[src/rtl/useq_pkg.sv]
package useq_pkg;
  localparam int OPC_W  = 4;
  localparam int PAD_W  = 2;
  localparam int ADDR_W = OPC_W + PAD_W;
  localparam int DEPTH  = 1 << ADDR_W;
  localparam int CTRL_W = 16;
  localparam int ALU_LO = 5;

  typedef enum logic [1:0] {
    SEL_INC  = 2'b00,
    SEL_JMP  = 2'b01,
    SEL_MAP  = 2'b10,
    SEL_COND = 2'b11
  } sel_e;

  typedef struct packed {
    sel_e              sel;
    logic              inv;
    logic [ADDR_W-1:0] addr;
    logic [CTRL_W-1:0] uops;
  } uword_t;

  localparam logic [CTRL_W-1:0] U_AR_PC  = CTRL_W'(1) << 0;
  localparam logic [CTRL_W-1:0] U_RD     = CTRL_W'(1) << 1;
  localparam logic [CTRL_W-1:0] U_PC_INC = CTRL_W'(1) << 2;
  localparam logic [CTRL_W-1:0] U_IR_LD  = CTRL_W'(1) << 3;
  localparam logic [CTRL_W-1:0] U_PC_LD  = CTRL_W'(1) << 4;
  localparam logic [CTRL_W-1:0] U_ACC_LD = CTRL_W'(1) << 5;
  localparam logic [CTRL_W-1:0] U_FLG_LD = CTRL_W'(1) << 13;
  localparam logic [CTRL_W-1:0] U_WR     = CTRL_W'(1) << 14;

  localparam logic [OPC_W-1:0] OP_JMP  = OPC_W'(8);
  localparam logic [OPC_W-1:0] OP_JZ   = OPC_W'(9);
  localparam logic [OPC_W-1:0] OP_JNZ  = OPC_W'(10);
  localparam logic [OPC_W-1:0] OP_ALUH = OPC_W'(7);

  // Microprogram contents, computed from the address so no literal table exists.
  function automatic uword_t ucode_word(input logic [ADDR_W-1:0] a);
    uword_t w;
    logic [OPC_W-1:0] op;
    logic [PAD_W-1:0] slot;
    w.sel  = SEL_JMP;
    w.inv  = 1'b0;
    w.addr = '0;
    w.uops = '0;
    op   = a[ADDR_W-1:PAD_W];
    slot = a[PAD_W-1:0];
    if (op == '0) begin
      if (slot == PAD_W'(0)) begin
        w.sel = SEL_INC; w.uops = U_AR_PC | U_RD;
      end else if (slot == PAD_W'(1)) begin
        w.sel = SEL_MAP; w.uops = U_PC_INC | U_IR_LD;
      end
    end else if (op <= OP_ALUH) begin
      if (slot == PAD_W'(0)) begin
        w.sel = SEL_INC; w.uops = U_AR_PC | U_RD;
      end else if (slot == PAD_W'(1)) begin
        w.uops = U_ACC_LD | U_FLG_LD | (CTRL_W'(1) << (ALU_LO + int'(op)));
      end
    end else if (op == OP_JMP) begin
      if (slot == PAD_W'(0)) w.uops = U_PC_LD;
    end else if (op == OP_JZ || op == OP_JNZ) begin
      if (slot == PAD_W'(0)) begin
        w.sel  = SEL_COND;
        w.inv  = (op == OP_JNZ);
        w.addr = {op, PAD_W'(2)};
      end else if (slot == PAD_W'(1)) begin
        w.uops = U_PC_INC;
      end else if (slot == PAD_W'(2)) begin
        w.uops = U_PC_LD;
      end
    end else begin
      if (slot == PAD_W'(0)) w.uops = U_WR;
    end
    return w;
  endfunction
endpackage

[src/rtl/useq_rom.sv]
module useq_rom
  import useq_pkg::*;
(
  input  logic              clk,
  input  logic [ADDR_W-1:0] rd_addr,
  output uword_t            q
);
  uword_t rom [DEPTH];

  for (genvar i = 0; i < DEPTH; i++) begin : g_word
    assign rom[i] = ucode_word(ADDR_W'(i));
  end

  // Synchronous read so the store maps onto a block RAM.
  always_ff @(posedge clk) begin
    q <= rom[rd_addr];
  end
endmodule

[src/rtl/useq_next.sv]
module useq_next
  import useq_pkg::*;
(
  input  logic [ADDR_W-1:0] cur,
  input  uword_t            uir,
  input  logic [OPC_W-1:0]  opcode,
  input  logic              zero,
  output logic [ADDR_W-1:0] nxt
);
  logic [ADDR_W-1:0] inc_addr;
  logic [ADDR_W-1:0] map_addr;
  logic              taken;

  assign inc_addr = cur + ADDR_W'(1);
  assign map_addr = {opcode, {PAD_W{1'b0}}};
  assign taken    = zero ^ uir.inv;

  always_comb begin
    unique case (uir.sel)
      SEL_INC:  nxt = inc_addr;
      SEL_JMP:  nxt = uir.addr;
      SEL_MAP:  nxt = map_addr;
      SEL_COND: nxt = taken ? uir.addr : inc_addr;
      default:  nxt = inc_addr;
    endcase
  end
endmodule

[src/rtl/useq_ctrl.sv]
module useq_ctrl
  import useq_pkg::*;
(
  input  logic              clk,
  input  logic              rst,
  input  logic [OPC_W-1:0]  opcode,
  input  logic              zero,
  output logic [ADDR_W-1:0] uaddr,
  output logic [CTRL_W-1:0] ctrl
);
  logic [ADDR_W-1:0] upc;
  logic [ADDR_W-1:0] nxt;
  logic [ADDR_W-1:0] load_addr;
  uword_t            uir;

  useq_next u_next (
    .cur    (upc),
    .uir    (uir),
    .opcode (opcode),
    .zero   (zero),
    .nxt    (nxt)
  );

  assign load_addr = rst ? '0 : nxt;

  useq_rom u_rom (
    .clk     (clk),
    .rd_addr (load_addr),
    .q       (uir)
  );

  always_ff @(posedge clk) begin
    upc <= load_addr;
  end

  assign uaddr = upc;
  assign ctrl  = uir.uops;

  p_reset_r1: assert property (@(posedge clk) rst |=> (upc == '0));
  p_jump_r2: assert property (@(posedge clk) disable iff (rst)
    (uir.sel == SEL_JMP) |=> (upc == $past(uir.addr)));
  p_inc_r3: assert property (@(posedge clk) disable iff (rst)
    (uir.sel == SEL_INC) |=> (upc == $past(upc) + ADDR_W'(1)));
  p_map_r4: assert property (@(posedge clk) disable iff (rst)
    (uir.sel == SEL_MAP) |=> (upc == {$past(opcode), {PAD_W{1'b0}}}));
  p_cond_r5: assert property (@(posedge clk) disable iff (rst)
    (uir.sel == SEL_COND && !uir.inv) |=>
      (upc == ($past(zero) ? $past(uir.addr) : $past(upc) + ADDR_W'(1))));
  p_cond_r6: assert property (@(posedge clk) disable iff (rst)
    (uir.sel == SEL_COND && uir.inv) |=>
      (upc == (!$past(zero) ? $past(uir.addr) : $past(upc) + ADDR_W'(1))));
endmodule

[config.mk]
export PLATFORM = sky130hd
export DESIGN_NAME = useq_ctrl
export DESIGN_NICKNAME = d
export VERILOG_FILES = /design/src/rtl/useq_pkg.sv /design/src/rtl/useq_rom.sv /design/src/rtl/useq_next.sv /design/src/rtl/useq_ctrl.sv
export SDC_FILE = /design/constraint.sdc
export NUM_CORES = 1
export LEC_CHECK = 0
export ABC_CLOCK_PERIOD_IN_PS = 2300
export CAP_MARGIN = 10
export CORE_ASPECT_RATIO = 0.6
export CORE_MARGIN = 2
export CORE_UTILIZATION = 49
export DETAILED_ROUTE_END_ITERATION = 8
export PLACE_DENSITY = 0.79
export SKIP_CTS_REPAIR_TIMING = 1
export SYNTH_ARGS = -nofsm -noshare
export SYNTH_HDL_FRONTEND = slang
export SYNTH_SLANG_ARGS = --single-unit
[constraint.sdc]
create_clock -name clk -period 2.3 [get_ports clk]
set_input_delay 0.69 -clock clk [delete_from_list [all_inputs] [get_ports clk]]
set_output_delay 0.69 -clock clk [all_outputs]
set_load 0.02 [all_outputs]
==> run_results.csv <==
group,metric,value,unit
outcome,status,"completed",
timing,finalMaxSlewViolations,0,
routing,drc,0,
clocking,cts_buffers,3,
critical_path,cp_max_fo,5,
place,io_buffers,27,
power,ir_drop,705,uV
min_path,min_path_type,"register to register",
die,die-height,42.9,um
clocking,h-tree-depth,1,
final_layout,fin_cells,207,
routing,ant_nets,0,
yosys,async_flop_share,0,
yosys,synth.cell_area,1240,sq um
final_layout,nNetsFinal,184,
final_layout,mostFrequentLayoutCells,"clkdlybuf4s50_1 (26), dfxtp_1 (24), buf_4 (19)",
timing,fin_crit,2220,ps
power,p_per_area,1280,nW/um^2
global_routing,grt_max_degree,15,
global_routing,grt_use_total,0.246,
timing,period_share,0.965,
yosys,synth_ff_type,"dfxtp_1",
timing,rsz0062_at_grt,"no",
global_routing,grt_first_pass_wirelength,5200,um
place,hpwl,2390,um
yosys,synth_nets,151,
yosys,synth_edf_count,0,
die,fp.dieArea,2950,sq um
place,dp_slack,-480,ps
critical_path,slowest_stage,"or4_4",
routing,viasPerCell,5.70,
timing,skew,2.15,ps
critical_path,slowest_delay,570,ps
yosys,yosys_register_bits,24,
clocking,clock_path_buffers,2,
final_layout,fillCellCount,188,
clocking,clk_latency,270,ps
timing,fin_ws,79.8,ps
final_layout,syn2layout_area_growth,32.7,%
critical_path,required,2500,ps
timing,fmax,0.450,GHz
clocking,cts_tree,"done",
routing,wl_per_cell,16.1,um
clocking,cts_root_buf,"clkbuf_8",
place,dp_cells,203,
routing,vias,1180,
final_layout,drive_gt1_frac,0.217,
critical_path,setup.worst_path.class,"input port to register",
critical_path,path_cells,"dlymetal6s2s_1, xnor2_2, mux2i_1, o22a_2, nor2_1, or4_4, o22ai_2",
routing,first_pass_iters,4,
timing,relSlewSlack,0.603,
yosys,syn_inst,143,
clocking,clk_pin_slew,90,ps
routing,dr.first_iter.drc_count,112,
timing,hold_viol,0,
die,io_pins,29,
critical_path,critPathArrivalTime,2420,ps
die,fp.dieW,68.8,um
timing,tightest_slew,590,ps
global_routing,overflow,0,
final_layout,final_common_cell,"clkdlybuf4s50_1",
yosys,syn_area_per_cell,8.64,sq um
run,drv_cap,0,
routing,drt_wl_total,3330,um
global_routing,first_global_vias,1112,
die,start_util,0.504,
timing,setup_viol,0,
yosys,yosysUniqueCellTypes,46,
final_layout,antenna_cells,0,
global_routing,antenna_found_initial,0,
die,rows,14,
critical_path,end_kind,"register",
power,leakagePower,0.658,nW
yosys,yosysSeqAreaShare,0.389,
critical_path,crit_path_start_kind,"input port",
die,core-area,2450,sq um
clocking,cts_sinks,24,
yosys,ys_warn_count,0,
place,gp_congestion,0.996,
## synthesized netlist by cell type, types with 3 or more instances
master / number / area (sq um)
dfxtp_1: 24 / 480
or3_1: 4 / 25.0
buf_4: 16 / 120
inv_1: 5 / 18.8
nand2_1: 10 / 37.5
nand4_1: 3 / 18.8
inv_2: 3 / 11.3
o21ai_0: 4 / 20.0
nor3_1: 3 / 15.0
o211ai_1: 3 / 22.5
nand3_1: 8 / 40.0
nor2_1: 18 / 67.6
## worst max-delay path: cells and delay by family
kind | cells | cell delay [ps]
buffers and inverters | 1 | 200
AO/OA/AOI/OAI | 2 | 330
XOR/XNOR | 1 | 260
multiplexers | 1 | 250
AND/OR/NAND/NOR | 2 | 680
## path summary, 6_finish.rpt
kind | to | cells after the start | start | slack (ps)
max | u_rom.q[24]$_DFF_P_ | 7 | zero | 80
min | u_rom.q[2]$_DFF_P_ | 3 | u_rom.q[24]$_DFF_P_ | 850
max reg2reg | u_rom.q[24]$_DFF_P_ | 7 | uaddr[1]$_DFF_P_ | 180
min reg2reg | u_rom.q[2]$_DFF_P_ | 3 | u_rom.q[24]$_DFF_P_ | 850
## through the flow
stage	utilization	TNS [ps]	power, mW	area, sq um	hold slack, ps
finish	0.669	0	2.10	1640	853
global route	0.669	0	2.22	1640	868
CTS	0.661	-3030	2.06	1620	817
detailed placement	0.632	-7250	1.68	1550	789
global placement	0.632	-5720	1.64	1550	814
floorplan	-	0	1.30	1240	710
## sequential cells by signal, summed over array words and instances, names as in the netlist
register and count:
uaddr 6, u_rom.q 18
## power by group
group	internal, mW	switching, mW
Sequential	0.512	0.0957
Combinational	0.512	0.601
Clock	0.233	0.141
## layer usage
metal	wire length (um)	track usage	part of all wire	up-vias
met3	286	0.0796	0.086	11
met1	1450	0.343	0.44	556
met2	1530	0.367	0.46	61
met5	0	0	0	-
li1	-	-	-	552
met4	61	0.0667	0.018	0
## layout make-up
cell class | instances | area, sq um | area share
well taps | 32 | 40.0 | 0.0244
repair buffers | 46 | 415 | 0.253
clock buffers | 3 | 41.3 | 0.0252
clock inverters | 1 | 30.0 | 0.0183
multi-input cells | 93 | 603 | 0.368
inverters | 8 | 30.0 | 0.0183
flip-flops and latches | 24 | 480 | 0.293
## logic make-up after synthesis
family / count (synthesis) / synth area share
DFF: 24 / 0.389
muxes: 2 / 0.0162
and+or+nand+nor: 60 / 0.256
AOI/OAI and AO/OA: 25 / 0.155
buffers and inverters: 26 / 0.137
xor gates and xnor gates: 4 / 0.0344
other: 1 / 0.00303
adders and majority gates: 1 / 0.0101
(Power assumes the default switching activity.)
